<file path="src/rtl/ptp_time_pkg.sv">
package ptp_time_pkg;
  localparam int ADDR_W = 3;
  typedef logic [ADDR_W-1:0] reg_addr_t;

  // word addresses on the write port
  localparam reg_addr_t A_CTRL    = 3'd0;
  localparam reg_addr_t A_INC     = 3'd1;
  localparam reg_addr_t A_ADDEND  = 3'd2;
  localparam reg_addr_t A_UPD_SEC = 3'd3;
  localparam reg_addr_t A_UPD_SUB = 3'd4;
  localparam reg_addr_t A_TGT_SEC = 3'd5;
  localparam reg_addr_t A_TGT_SUB = 3'd6;
  localparam reg_addr_t A_STATUS  = 3'd7;

  // command flag positions inside the control word
  localparam int B_INIT   = 2;
  localparam int B_UPD    = 3;
  localparam int B_ARM    = 4;
  localparam int B_ADDEND = 5;
endpackage

</file>
<file path="src/rtl/ptp_ctrl_regs.sv">
module ptp_ctrl_regs
  import ptp_time_pkg::*;
#(
  parameter int DW    = 32,
  parameter int INC_W = 8,
  localparam int SUB_W = DW - 1
) (
  input  logic             clk,
  input  logic             rst,
  input  logic             wr_en,
  input  reg_addr_t        wr_addr,
  input  logic [DW-1:0]    wr_data,
  input  logic             fire,
  output logic [DW-1:0]    ctrl_rd,
  output logic             init_q,
  output logic             upd_q,
  output logic             arm_q,
  output logic             addc_q,
  output logic             irq_ack,
  output logic [INC_W-1:0] inc_q,
  output logic [DW-1:0]    addend_q,
  output logic [DW-1:0]    upd_sec_q,
  output logic [DW-1:0]    upd_sub_q,
  output logic [DW-1:0]    tgt_sec_q,
  output logic [SUB_W-1:0] tgt_sub_q
);
  logic wr_ctrl;
  logic init_n, upd_n, arm_n, addc_n;

  assign wr_ctrl = wr_en && (wr_addr == A_CTRL);
  assign irq_ack = wr_en && (wr_addr == A_STATUS) && wr_data[0];

  // set only while clear; init/offset/addend retire after one cycle
  always_comb begin
    init_n = wr_ctrl && wr_data[B_INIT] && !init_q;
    upd_n  = wr_ctrl && wr_data[B_UPD] && !upd_q && !init_q;
    addc_n = wr_ctrl && wr_data[B_ADDEND] && !addc_q;
    if (fire) arm_n = 1'b0;
    else      arm_n = arm_q || (wr_ctrl && wr_data[B_ARM]);
  end

  always_ff @(posedge clk) begin
    if (rst) begin
      init_q <= 1'b0;
      upd_q  <= 1'b0;
      arm_q  <= 1'b0;
      addc_q <= 1'b0;
    end else begin
      init_q <= init_n;
      upd_q  <= upd_n;
      arm_q  <= arm_n;
      addc_q <= addc_n;
    end
  end

  always_ff @(posedge clk) begin
    if (rst) begin
      inc_q     <= '0;
      addend_q  <= '0;
      upd_sec_q <= '0;
      upd_sub_q <= '0;
      tgt_sec_q <= '0;
      tgt_sub_q <= '0;
    end else if (wr_en) begin
      case (wr_addr)
        A_INC:     inc_q     <= wr_data[INC_W-1:0];
        A_ADDEND:  addend_q  <= wr_data;
        A_UPD_SEC: upd_sec_q <= wr_data;
        A_UPD_SUB: upd_sub_q <= wr_data;
        A_TGT_SEC: tgt_sec_q <= wr_data;
        A_TGT_SUB: tgt_sub_q <= wr_data[SUB_W-1:0];
        default: ;
      endcase
    end
  end

  always_comb begin
    ctrl_rd           = '0;
    ctrl_rd[B_INIT]   = init_q;
    ctrl_rd[B_UPD]    = upd_q;
    ctrl_rd[B_ARM]    = arm_q;
    ctrl_rd[B_ADDEND] = addc_q;
  end


  init_clear_chk: assert property (@(posedge clk) disable iff (rst)
    init_q |=> !init_q);


  upd_guard_chk: assert property (@(posedge clk) disable iff (rst)
    $rose(upd_q) |-> !$past(init_q));


  arm_clear_chk: assert property (@(posedge clk) disable iff (rst)
    fire |=> !arm_q);
endmodule

</file>
<file path="src/rtl/ptp_time_engine.sv">
module ptp_time_engine #(
  parameter int DW    = 32,
  parameter int INC_W = 8,
  localparam int SUB_W = DW - 1
) (
  input  logic             clk,
  input  logic             rst,
  input  logic             cmd_init,
  input  logic             cmd_upd,
  input  logic             cmd_addend,
  input  logic [DW-1:0]    addend_q,
  input  logic [INC_W-1:0] inc_q,
  input  logic [DW-1:0]    upd_sec,
  input  logic [DW-1:0]    upd_sub,
  output logic [DW-1:0]    sec_q,
  output logic [SUB_W-1:0] sub_q
);
  logic [DW-1:0]    acc_q, active_q;
  logic [DW:0]      acc_sum;
  logic             tick;
  logic [SUB_W:0]   step_sum, add_sum, sub_diff;
  logic [SUB_W-1:0] mag;
  logic             neg;
  logic [DW-1:0]    sec_add, sec_sub;

  assign acc_sum  = {1'b0, acc_q} + {1'b0, active_q};
  assign tick     = acc_sum[DW];
  assign step_sum = {1'b0, sub_q} + {{(DW-INC_W){1'b0}}, inc_q};

  assign neg      = upd_sub[SUB_W];
  assign mag      = upd_sub[SUB_W-1:0];
  assign add_sum  = {1'b0, sub_q} + {1'b0, mag};
  assign sub_diff = {1'b0, sub_q} - {1'b0, mag};
  assign sec_add  = sec_q + upd_sec + {{(DW-1){1'b0}}, add_sum[SUB_W]};
  assign sec_sub  = sec_q - upd_sec - {{(DW-1){1'b0}}, sub_diff[SUB_W]};

  always_ff @(posedge clk) begin
    if (rst) begin
      acc_q    <= '0;
      active_q <= '0;
      sec_q    <= '0;
      sub_q    <= '0;
    end else begin
      acc_q <= acc_sum[DW-1:0];
      if (cmd_addend) active_q <= addend_q;
      if (cmd_init) begin
        sec_q <= upd_sec;
        sub_q <= mag;
      end else if (cmd_upd) begin
        sec_q <= neg ? sec_sub : sec_add;
        sub_q <= neg ? sub_diff[SUB_W-1:0] : add_sum[SUB_W-1:0];
      end else if (tick) begin
        sec_q <= sec_q + {{(DW-1){1'b0}}, step_sum[SUB_W]};
        sub_q <= step_sum[SUB_W-1:0];
      end
    end
  end


  init_load_chk: assert property (@(posedge clk) disable iff (rst)
    cmd_init |=> (sec_q == $past(upd_sec)) && (sub_q == $past(upd_sub[SUB_W-1:0])));
endmodule

</file>
<file path="src/rtl/ptp_target_cmp.sv">
module ptp_target_cmp #(
  parameter int DW = 32,
  localparam int SUB_W = DW - 1
) (
  input  logic             clk,
  input  logic             rst,
  input  logic             arm,
  input  logic             ack,
  input  logic [DW-1:0]    sec,
  input  logic [SUB_W-1:0] sub,
  input  logic [DW-1:0]    tgt_sec,
  input  logic [SUB_W-1:0] tgt_sub,
  output logic             fire,
  output logic             irq_q
);
  logic past_tgt;

  assign past_tgt = {sec, sub} > {tgt_sec, tgt_sub};
  assign fire     = arm && past_tgt;

  always_ff @(posedge clk) begin
    if (rst)       irq_q <= 1'b0;
    else if (fire) irq_q <= 1'b1;
    else if (ack)  irq_q <= 1'b0;
  end


  irq_set_chk: assert property (@(posedge clk) disable iff (rst)
    (arm && past_tgt) |=> irq_q);


  irq_hold_chk: assert property (@(posedge clk) disable iff (rst)
    (irq_q && !ack) |=> irq_q);
endmodule

</file>
<file path="src/rtl/ptp_time_ctrl.sv">
module ptp_time_ctrl
  import ptp_time_pkg::*;
#(
  parameter int DW    = 32,
  parameter int INC_W = 8,
  localparam int SUB_W = DW - 1
) (
  input  logic              clk,
  input  logic              rst,
  input  logic              wr_en,
  input  logic [ADDR_W-1:0] wr_addr,
  input  logic [DW-1:0]     wr_data,
  output logic [DW-1:0]     ctrl_rd,
  output logic [DW-1:0]     sys_sec,
  output logic [SUB_W-1:0]  sys_subsec,
  output logic              irq
);
  logic             init_q, upd_q, arm_q, addc_q, irq_ack, fire;
  logic [INC_W-1:0] inc_q;
  logic [DW-1:0]    addend_q, upd_sec_q, upd_sub_q, tgt_sec_q;
  logic [SUB_W-1:0] tgt_sub_q;

  ptp_ctrl_regs #(.DW(DW), .INC_W(INC_W)) u_regs (
    .clk(clk), .rst(rst), .wr_en(wr_en), .wr_addr(wr_addr), .wr_data(wr_data),
    .fire(fire), .ctrl_rd(ctrl_rd), .init_q(init_q), .upd_q(upd_q),
    .arm_q(arm_q), .addc_q(addc_q), .irq_ack(irq_ack), .inc_q(inc_q),
    .addend_q(addend_q), .upd_sec_q(upd_sec_q), .upd_sub_q(upd_sub_q),
    .tgt_sec_q(tgt_sec_q), .tgt_sub_q(tgt_sub_q)
  );

  ptp_time_engine #(.DW(DW), .INC_W(INC_W)) u_engine (
    .clk(clk), .rst(rst), .cmd_init(init_q), .cmd_upd(upd_q),
    .cmd_addend(addc_q), .addend_q(addend_q), .inc_q(inc_q),
    .upd_sec(upd_sec_q), .upd_sub(upd_sub_q), .sec_q(sys_sec), .sub_q(sys_subsec)
  );

  ptp_target_cmp #(.DW(DW)) u_cmp (
    .clk(clk), .rst(rst), .arm(arm_q), .ack(irq_ack), .sec(sys_sec),
    .sub(sys_subsec), .tgt_sec(tgt_sec_q), .tgt_sub(tgt_sub_q),
    .fire(fire), .irq_q(irq)
  );
endmodule

</file>
<file path="config.mk">
export PLATFORM = sky130hd
export DESIGN_NAME = ptp_time_ctrl
export DESIGN_NICKNAME = d
export VERILOG_FILES = /design/src/rtl/ptp_time_pkg.sv /design/src/rtl/ptp_ctrl_regs.sv /design/src/rtl/ptp_time_engine.sv /design/src/rtl/ptp_target_cmp.sv /design/src/rtl/ptp_time_ctrl.sv
export SDC_FILE = /design/constraint.sdc
export NUM_CORES = 1
export LEC_CHECK = 0
export BUFFER_PORTS_ARGS = -buffer_cell sky130_fd_sc_hd__buf_2
export CAP_MARGIN = 20
export CORE_AREA = 2 2 262 264
export DETAILED_ROUTE_END_ITERATION = 6
export DIE_AREA = 0 0 264 266
export GPL_TIMING_DRIVEN = 0
export PLACE_DENSITY_LB_ADDON = 0.12
export SLEW_MARGIN = 20
export SYNTH_ARGS = -nofsm -noshare
export SYNTH_HDL_FRONTEND = slang
export SYNTH_SLANG_ARGS = --single-unit
</file>
<file path="constraint.sdc">
create_clock -name clk -period 7.2 [get_ports clk]
set_input_delay 1.08 -clock clk [delete_from_list [all_inputs] [get_ports clk]]
set_output_delay 1.08 -clock clk [all_outputs]
set_load 0.005 [all_outputs]
</file>
==> results.sh, run 1 <==
export IMPL_status="finished, final reports clean"
export IMPL_synth_adder_area_share=0.1447
export IMPL_cts_buffers=35
export IMPL_numPortBuffers=103
export IMPL_wl_per_cell_um=22.66
export IMPL_dr_max_layer_used="met5"
export IMPL_min_from="u_regs.tgt_sub_q[11]"
export IMPL_worst_pin_slew_ns=1.210
export IMPL_fp_row_count=96
export IMPL_drc=0
export IMPL_grt_pass1_vias=21650
export IMPL_syn_area_um2=23320
export IMPL_clockRootBuffer="clkbuf_16"
export IMPL_drtAntennaViolNets=0
export IMPL_ys_seq_elements=299
export IMPL_drtIter0Drc=2326
export IMPL_whs_path_depth=2
export IMPL_fin_util=0.3884
export IMPL_r2r_start="u_engine.sub_q[9]"
export IMPL_clk_pin_slew_ns=0.06
export IMPL_maxSlewViolCount=0
export IMPL_synthFlopType="dfxtp_1"
export IMPL_worstPathRequired_ns=7.64
export IMPL_grt_usage=0.2665
export IMPL_dr_pass1_iters=7
export IMPL_crit_top_cell="fa_1"
export IMPL_worst_path_max_delay_cell="or4_4"
export IMPL_routed_via_density=5.513
export IMPL_r2r_end="u_engine.sec_q[22]"
export IMPL_dr_wl_met2_um=41560
export IMPL_postCtsSetupBuffers=0
export IMPL_critical_path_max_stage_delay_ns=0.57
export IMPL_cts_path_max_buffers=3
export IMPL_synth_cell_types=94
export IMPL_cts_resized=0
export IMPL_maxCapViolCount=0
export IMPL_syn_avg_cell_area_um2=7.372
export IMPL_p_int_mw=3.093
export IMPL_nFillCells=7401
export IMPL_grt_pass1_wl_um=142000
export IMPL_finalHoldViolations=0
export IMPL_area_growth_pct=12.80
export IMPL_fp_dieH_um=266
export IMPL_skew_ns=0.02627
export IMPL_max_slew_margin=0.1933
export IMPL_seq_area_frac_synth=0.2566
export IMPL_core_area_um2=67750
export IMPL_cts_tree="done"
export IMPL_drive_gt1_frac=0.07653
export IMPL_critPathKind="reg2reg"
export IMPL_fin_crit_sh=0.9449
export IMPL_crit_chain="ha_1 -> buf_6 -> or4_4 -> a2111oi_4 -> nor2_2 -> o31ai_2 -> a31oi_1 -> o21ai_2 -> a21oi_1 -> nor4_1 -> nor3_1 -> fa_1 -> fa_1 -> nor2_1 -> o221ai_1 -> a21oi_2 -> a311oi_2 -> a211o_1 -> a31oi_4 -> a21boi_0 -> xnor2_1 -> o21ai_1 -> a211oi_1"
export IMPL_gp_congestion=0.9440
export IMPL_antenna_found_initial=6
export IMPL_cts_sinks=299
export IMPL_dr_wl_met3_um=6980
export IMPL_synth_edff_count=0
export IMPL_holdPathEnd="u_regs.tgt_sub_q[11]"
export IMPL_rsz0062_at_grt="no"
export IMPL_totalWireLength_um=96160
export IMPL_p_clk_frac=0.447
export IMPL_grt_start_max_net_pins=14
export IMPL_nNetsFinal=3635
export IMPL_ios=134
export IMPL_overflow=0
export IMPL_post_route_min_period_ns=6.803
export IMPL_start_kind="register"
export IMPL_most_common_layout_cells="nand2_1 (495), a21oi_1 (411), dfxtp_1 (297)"
export IMPL_synth_xor_area_frac=0.05107
export IMPL_power_density_nw_per_um2=165.0
export IMPL_synth_top_family_by_area="compound AO/OA/AOI/OAI gates"
export IMPL_layout_commonest_cell="nand2_1"
export IMPL_initial_utilization=0.3443
export IMPL_crit_path_start="u_engine.sub_q[9]"
export IMPL_crit_arrival_ns=7.24
export IMPL_combPwrFrac=0.157
export IMPL_power_mw=4.341
export IMPL_yosys_area_share_simple=0.2005
export IMPL_m1WireLength_um=45300
export IMPL_holdBufCountCts=0
export IMPL_crit_path_max_fanout=11
export IMPL_yosysWarnings=0
export IMPL_dieArea_um2=70220
export IMPL_htree_levels=2
export IMPL_synth_compound_area_share=0.2497
export IMPL_p_sw_mw=1.248
export IMPL_die_w_um=264
export IMPL_setup_viol=0
export IMPL_end_kind="register"
export IMPL_netSwitchingFraction=0.2875
export IMPL_vias=23390
export IMPL_synthArstFlopShare=0
export IMPL_clock_fmax_mhz=147.0
export IMPL_peakVddDrop_mv=0.1536
export IMPL_netlist_instances=3164
export IMPL_share_seq_of_total_power=0.395
export IMPL_p_leak_nw=10.91
export IMPL_setup_tns_final_ns=0
export IMPL_dp_hpwl_um=75350
export IMPL_hold_class="reg2reg"
export IMPL_synth_area_mux_share=0.02114
export IMPL_r2r_slack_ns=0.40
export IMPL_clk_latency_ns=0.55
export IMPL_rr_worst_depth=23
registers in the layout, indices dropped and copies added, names as in the netlist, 31 cells and up:
register / count
u_engine.acc_q: 32
u_engine.active_q: 32
u_engine.sec_q: 32
u_regs.addend_q: 32
u_regs.tgt_sec_q: 32
u_regs.upd_sec_q: 32
u_regs.upd_sub_q: 32
u_engine.sub_q: 31
u_regs.tgt_sub_q: 31
kinds of logic (layout without fill, tap and decap cells):
family	Yosys count	after routing
flops	299	299
compound gates	932	932
fa+ha+maj	265	265
other cells	1	31
xor+xnor	136	136
mux	49	49
simple gates	1048	1048
buf+inv	434	601
how the worst max path moves through the flow:
| stage | slack [ns] | to | depth (start not counted) |
|---|---|---|---|
| 6_report | 0.40 | u_engine.sec_q[22] | 23 |
| 5_1_grt | 0.02 | u_engine.sec_q[22] | 24 |
| 4_1_cts | 0.25 | u_engine.sec_q[22] | 23 |
| 3_5_place_dp | 0.29 | u_engine.sec_q[22] | 23 |
| 3_3_place_gp | 0.25 | u_engine.sec_q[22] | 23 |
| 2_1_floorplan | 1.70 | u_engine.sec_q[26] | 23 |
synth_stat cells, drive strengths merged, types with 17 or more instances:
master / instances / area, µm²
nand2b: 17 / 106.4
o21ai: 142 / 714.4
o21bai: 27 / 202.7
a31oi: 24 / 171.4
and3: 24 / 165.2
clkbuf: 116 / 435.4
dfxtp: 299 / 5986
nor4: 18 / 118.9
mux2i: 47 / 470.5
nor2: 234 / 883.4
ha: 257 / 3216
a21oi: 413 / 2074
a211oi: 45 / 342.8
nor2b: 35 / 219.0
o21a: 20 / 150.1
xor2: 28 / 245.2
o22ai: 17 / 106.4
inv: 251 / 942.2
o211ai: 31 / 232.7
xnor2: 108 / 945.9
a21o: 66 / 495.5
nand4: 39 / 250.2
o31ai: 25 / 192.7
nand3: 64 / 320.3
nand2: 495 / 1858
buf: 66 / 392.9
nor3: 63 / 325.3
per-stage QoR:
step                hold WS, ns  setup slack, ns  instances  area (µm²)
finish                   0.4541           0.3968       4243       26310
global route             0.4684          0.02179       4241       26300
CTS                      0.4553           0.2451       4240       26290
detailed placement       0.4471           0.2861       4177       25050
global placement         0.4441           0.2479       4176       25040
floorplan                0.4360            1.697       3191       23430
layer usage:
metal	track usage	vias up
met5	0	-
met4	0.06757	8
met3	0.03050	135
met2	0.4164	877
met1	0.3877	11020
li1	-	11350
area by class of cell:
type / instances / area [µm²] / area share
diodes: 3 / 7.507 / 0.0002853
plain buffers: 182 / 829.5 / 0.03153
clock buffers: 53 / 1065 / 0.04047
clock inverters: 10 / 175.2 / 0.006658
inverters: 252 / 945.9 / 0.03595
multi-input cells: 2458 / 15670 / 0.5957
flip-flops and latches: 299 / 5988 / 0.2276
well taps: 882 / 1104 / 0.04195
repair buffers: 104 / 523.0 / 0.01988
power groups by stage:
stage / clock network [mW] / logic (mW) / registers (mW)
2_1_floorplan: 0 / 0.451 / 1.73
3_3_place_gp: 0 / 0.677 / 1.75
3_5_place_dp: 0 / 0.672 / 1.75
4_1_cts: 1.97 / 0.678 / 1.71
5_1_grt: 2.03 / 0.747 / 1.72
6_report: 1.94 / 0.684 / 1.71
worst max-delay path, delay by kind of cell (launching register included):
family / cells / cell delay (ns)
flops: 1 / 0.56
buf+inv: 1 / 0.14
compound gates: 13 / 3.48
fa+ha+maj: 3 / 1.15
simple gates: 5 / 1.15
xor+xnor: 1 / 0.22
(Power assumes the default switching activity.)
==> inputs of run 2 (changes only) <==
--- a/config.mk
+++ b/config.mk
@@ -5,11 +5,12 @@
 export SDC_FILE = /design/constraint.sdc
 export NUM_CORES = 1
 export LEC_CHECK = 0
+export ABC_AREA = 1
 export BUFFER_PORTS_ARGS = -buffer_cell sky130_fd_sc_hd__buf_2
 export CAP_MARGIN = 20
-export CORE_AREA = 2 2 262 264
+export CORE_AREA = 2 2 275 277
 export DETAILED_ROUTE_END_ITERATION = 6
-export DIE_AREA = 0 0 264 266
+export DIE_AREA = 0 0 277 279
 export GPL_TIMING_DRIVEN = 0
 export PLACE_DENSITY_LB_ADDON = 0.12
 export SLEW_MARGIN = 20
==> run 2 against run 1 <==
Net effect: area after synthesis increased by 11%; register-to-register slack improved by 0.82 ns; die area increased by 10%; core utilization increased by 0.13 points; maximum frequency rose by 14%; clock power fell by 2%; sequential power grew 2%; largest cell class unchanged.
==> results.sh, run 2 <==
export IMPL_fp_dieH_um=279
export IMPL_cts_resized=0
export IMPL_synth_top_cell_area_share=0.2320
export IMPL_synth_edff_count=0
export IMPL_synth_area_leader_cell="dfxtp_1"
export IMPL_grt_pass1_wl_um=166800
export IMPL_layout_commonest_cell="nand2_1"
export IMPL_worstPathRequired_ns=7.65
export IMPL_rr_worst_depth=31
export IMPL_fin_crit_sh=0.8310
export IMPL_routed_via_density=5.262
export IMPL_placed_cells=5364
export IMPL_min_from="u_regs.tgt_sub_q[21]"
export IMPL_netlist_top_cells_area="dfxtp_1 (23%), nand2_1 (14%), ha_1 (12%), inv_1 (9.4%), a21oi_1 (8.3%)"
export IMPL_hold_class="reg2reg"
export IMPL_clockRootBuffer="clkbuf_16"
export IMPL_fp_row_count=100
export IMPL_synthFlopType="dfxtp_1"
export IMPL_drtIter0Drc=2676
export IMPL_yosys_top_cells_count="nand2_1 (992), inv_1 (645), nor2_1 (459)"
export IMPL_power_mw=4.691
export IMPL_fin_cells=5429
export IMPL_overflow=0
export IMPL_max_slew_margin=0.2047
export IMPL_setup_tns_final_ns=0
export IMPL_vias=28570
export IMPL_ys_seq_elements=299
export IMPL_postCtsSetupBuffers=0
export IMPL_r2r_start="u_engine.sub_q[13]"
export IMPL_rsz0062_at_grt="no"
export IMPL_area_growth_pct=11.88
export IMPL_yosys_cell_count_top_type="nand2_1"
export IMPL_synth_cell_types=60
export IMPL_wl_per_cell_um=20.71
export IMPL_crit_arrival_ns=6.43
export IMPL_ios=134
export IMPL_status="finished, final reports clean"
export IMPL_crit_path_max_fanout=10
export IMPL_end_kind="register"
export IMPL_cts_sinks=299
export IMPL_drtAntennaViolNets=0
export IMPL_netlist_instances=4262
export IMPL_crit_top_cell="nand2_1"
export IMPL_holdBufCountCts=0
export IMPL_worst_path_max_delay_cell="dfxtp_1"
export IMPL_drc=0
export IMPL_whs_path_depth=2
export IMPL_clk_pin_slew_ns=0.06
export IMPL_power_density_nw_per_um2=162.5
export IMPL_post_route_min_period_ns=5.984
export IMPL_worst_pin_slew_ns=1.193
export IMPL_maxSlewViolCount=0
export IMPL_setup_viol=0
export IMPL_dpl_cell_area_um2=27660
export IMPL_numPortBuffers=104
export IMPL_dr_pass1_iters=6
export IMPL_clock_fmax_mhz=167.1
export IMPL_drive_gt1_frac=0.05967
export IMPL_grt_pass1_vias=26140
export IMPL_clk_latency_ns=0.57
export IMPL_r2r_slack_ns=1.22
export IMPL_seq_area_frac_synth=0.2320
export IMPL_grt_usage=0.2844
export IMPL_grt_start_max_net_pins=13
export IMPL_nNetsFinal=4736
export IMPL_core_area_um2=74070
export IMPL_die_w_um=277
export IMPL_syn_avg_cell_area_um2=6.053
export IMPL_r2r_end="u_engine.sec_q[26]"
export IMPL_gp_congestion=0.9553
export IMPL_critPathKind="reg2reg"
export IMPL_finalHoldViolations=0
export IMPL_most_common_layout_cells="nand2_1 (992), inv_1 (645), nor2_1 (458)"
export IMPL_maxCapViolCount=0
export IMPL_whs_ns=0.4588
export IMPL_skew_ns=0.01738
export IMPL_yosysWarnings=0
export IMPL_peakVddDrop_mv=0.1676
export IMPL_nFillCells=8288
export IMPL_cts_tree="done"
export IMPL_critical_path_max_stage_delay_ns=0.71
export IMPL_p_leak_nw=14.55
export IMPL_totalWireLength_um=112500
export IMPL_cts_buffers=36
export IMPL_holdPathEnd="u_regs.tgt_sub_q[21]"
export IMPL_design_area_um2=28860
export IMPL_dp_hpwl_um=92000
export IMPL_initial_utilization=0.3483
export IMPL_cts_path_max_buffers=3
export IMPL_antenna_found_initial=6
export IMPL_start_kind="register"
export IMPL_htree_levels=2
export IMPL_synthArstFlopShare=0
export IMPL_dieArea_um2=77280
export IMPL_syn_area_um2=25800
==> run 2: cell count changes after synthesis, moves of 104 or more <==
| cell | delta |
|---|---|
| nor2_1 | +227 |
| nand2_1 | +497 |
| xnor2_1 | -104 |
| nand3_1 | +195 |
| inv_1 | +395 |
| o21ai_0 | +269 |
==> run 2: power breakdown <==
group | total, mW | internal, mW | switching, mW | leakage, nW
sequential | 1.75 | 1.70 | 0.0527 | 2.42
combinational | 1.04 | 0.307 | 0.733 | 11.5
clock | 1.90 | 1.10 | 0.795 | 0.576
total | 4.69 | 3.11 | 1.58 | 14.5
==> run 2: per-layer routing <==
layer	vias up	GRT usage	wire, µm
met2	985	0.4431	47880
li1	14140	-	-
met3	139	0.03690	8200
met1	13300	0.4117	53660
met4	4	0.07121	2692
met5	-	0	31
==> run 2: final cells by class <==
cell class / instances / area, µm² / share of cell area
Antenna cell: 2 / 5.005 / 0.0001734
Timing Repair Buffer: 106 / 543.0 / 0.01881
Inverter: 660 / 2477 / 0.08584
Sequential cell: 299 / 5986 / 0.2074
Tap cell: 969 / 1212 / 0.04201
Buffer: 168 / 820.8 / 0.02844
Clock inverter: 12 / 176.4 / 0.006113
Clock buffer: 51 / 1017 / 0.03525
Multi-Input combinational cell: 3162 / 16620 / 0.5760
==> run 2: logic make-up (layout without fill, tap and decap cells) <==
family | count (synthesis) | after routing | synth area share
xor gates and xnor gates | 20 | 20 | 0.006790
buffers and inverters | 828 | 997 | 0.1278
adders and majority gates | 265 | 265 | 0.1309
DFF | 299 | 299 | 0.2320
other | 1 | 30 | 0.0001454
AOI/OAI and AO/OA | 980 | 980 | 0.2023
and+or+nand+nor | 1869 | 1869 | 0.3000
==> run 2: worst max-delay path by stage <==
stage | start | endpoint | slack (ns)
floorplan | u_engine.sub_q[13] | u_engine.sec_q[18] | 3.12
global placement | u_engine.sub_q[22] | u_engine.sec_q[26] | 1.22
detailed placement | u_engine.sub_q[13] | u_engine.sec_q[26] | 1.20
CTS | u_engine.sub_q[13] | u_engine.sec_q[26] | 1.19
global route | u_engine.sub_q[13] | u_engine.sec_q[26] | 0.78
finish | u_engine.sub_q[13] | u_engine.sec_q[26] | 1.22
==> run 2: critical path: cells and delay by family, from the launching register on <==
kind,cells,cell delay [ns]
AND/OR/NAND/NOR,18,1.97
buffers and inverters,3,0.50
AO/OA/AOI/OAI,6,1.35
adder cells (fa/ha/maj),4,1.34
flip-flops,1,0.71
==> run 2: stage by stage <==
stage	utilization	setup WS [ns]
4_1_cts	0.3896	1.194
5_1_grt	0.3896	0.7808
3_5_place_dp	0.3735	1.201
3_3_place_gp	0.3730	1.217
6_report	0.3896	1.217
2_1_floorplan	-	3.116
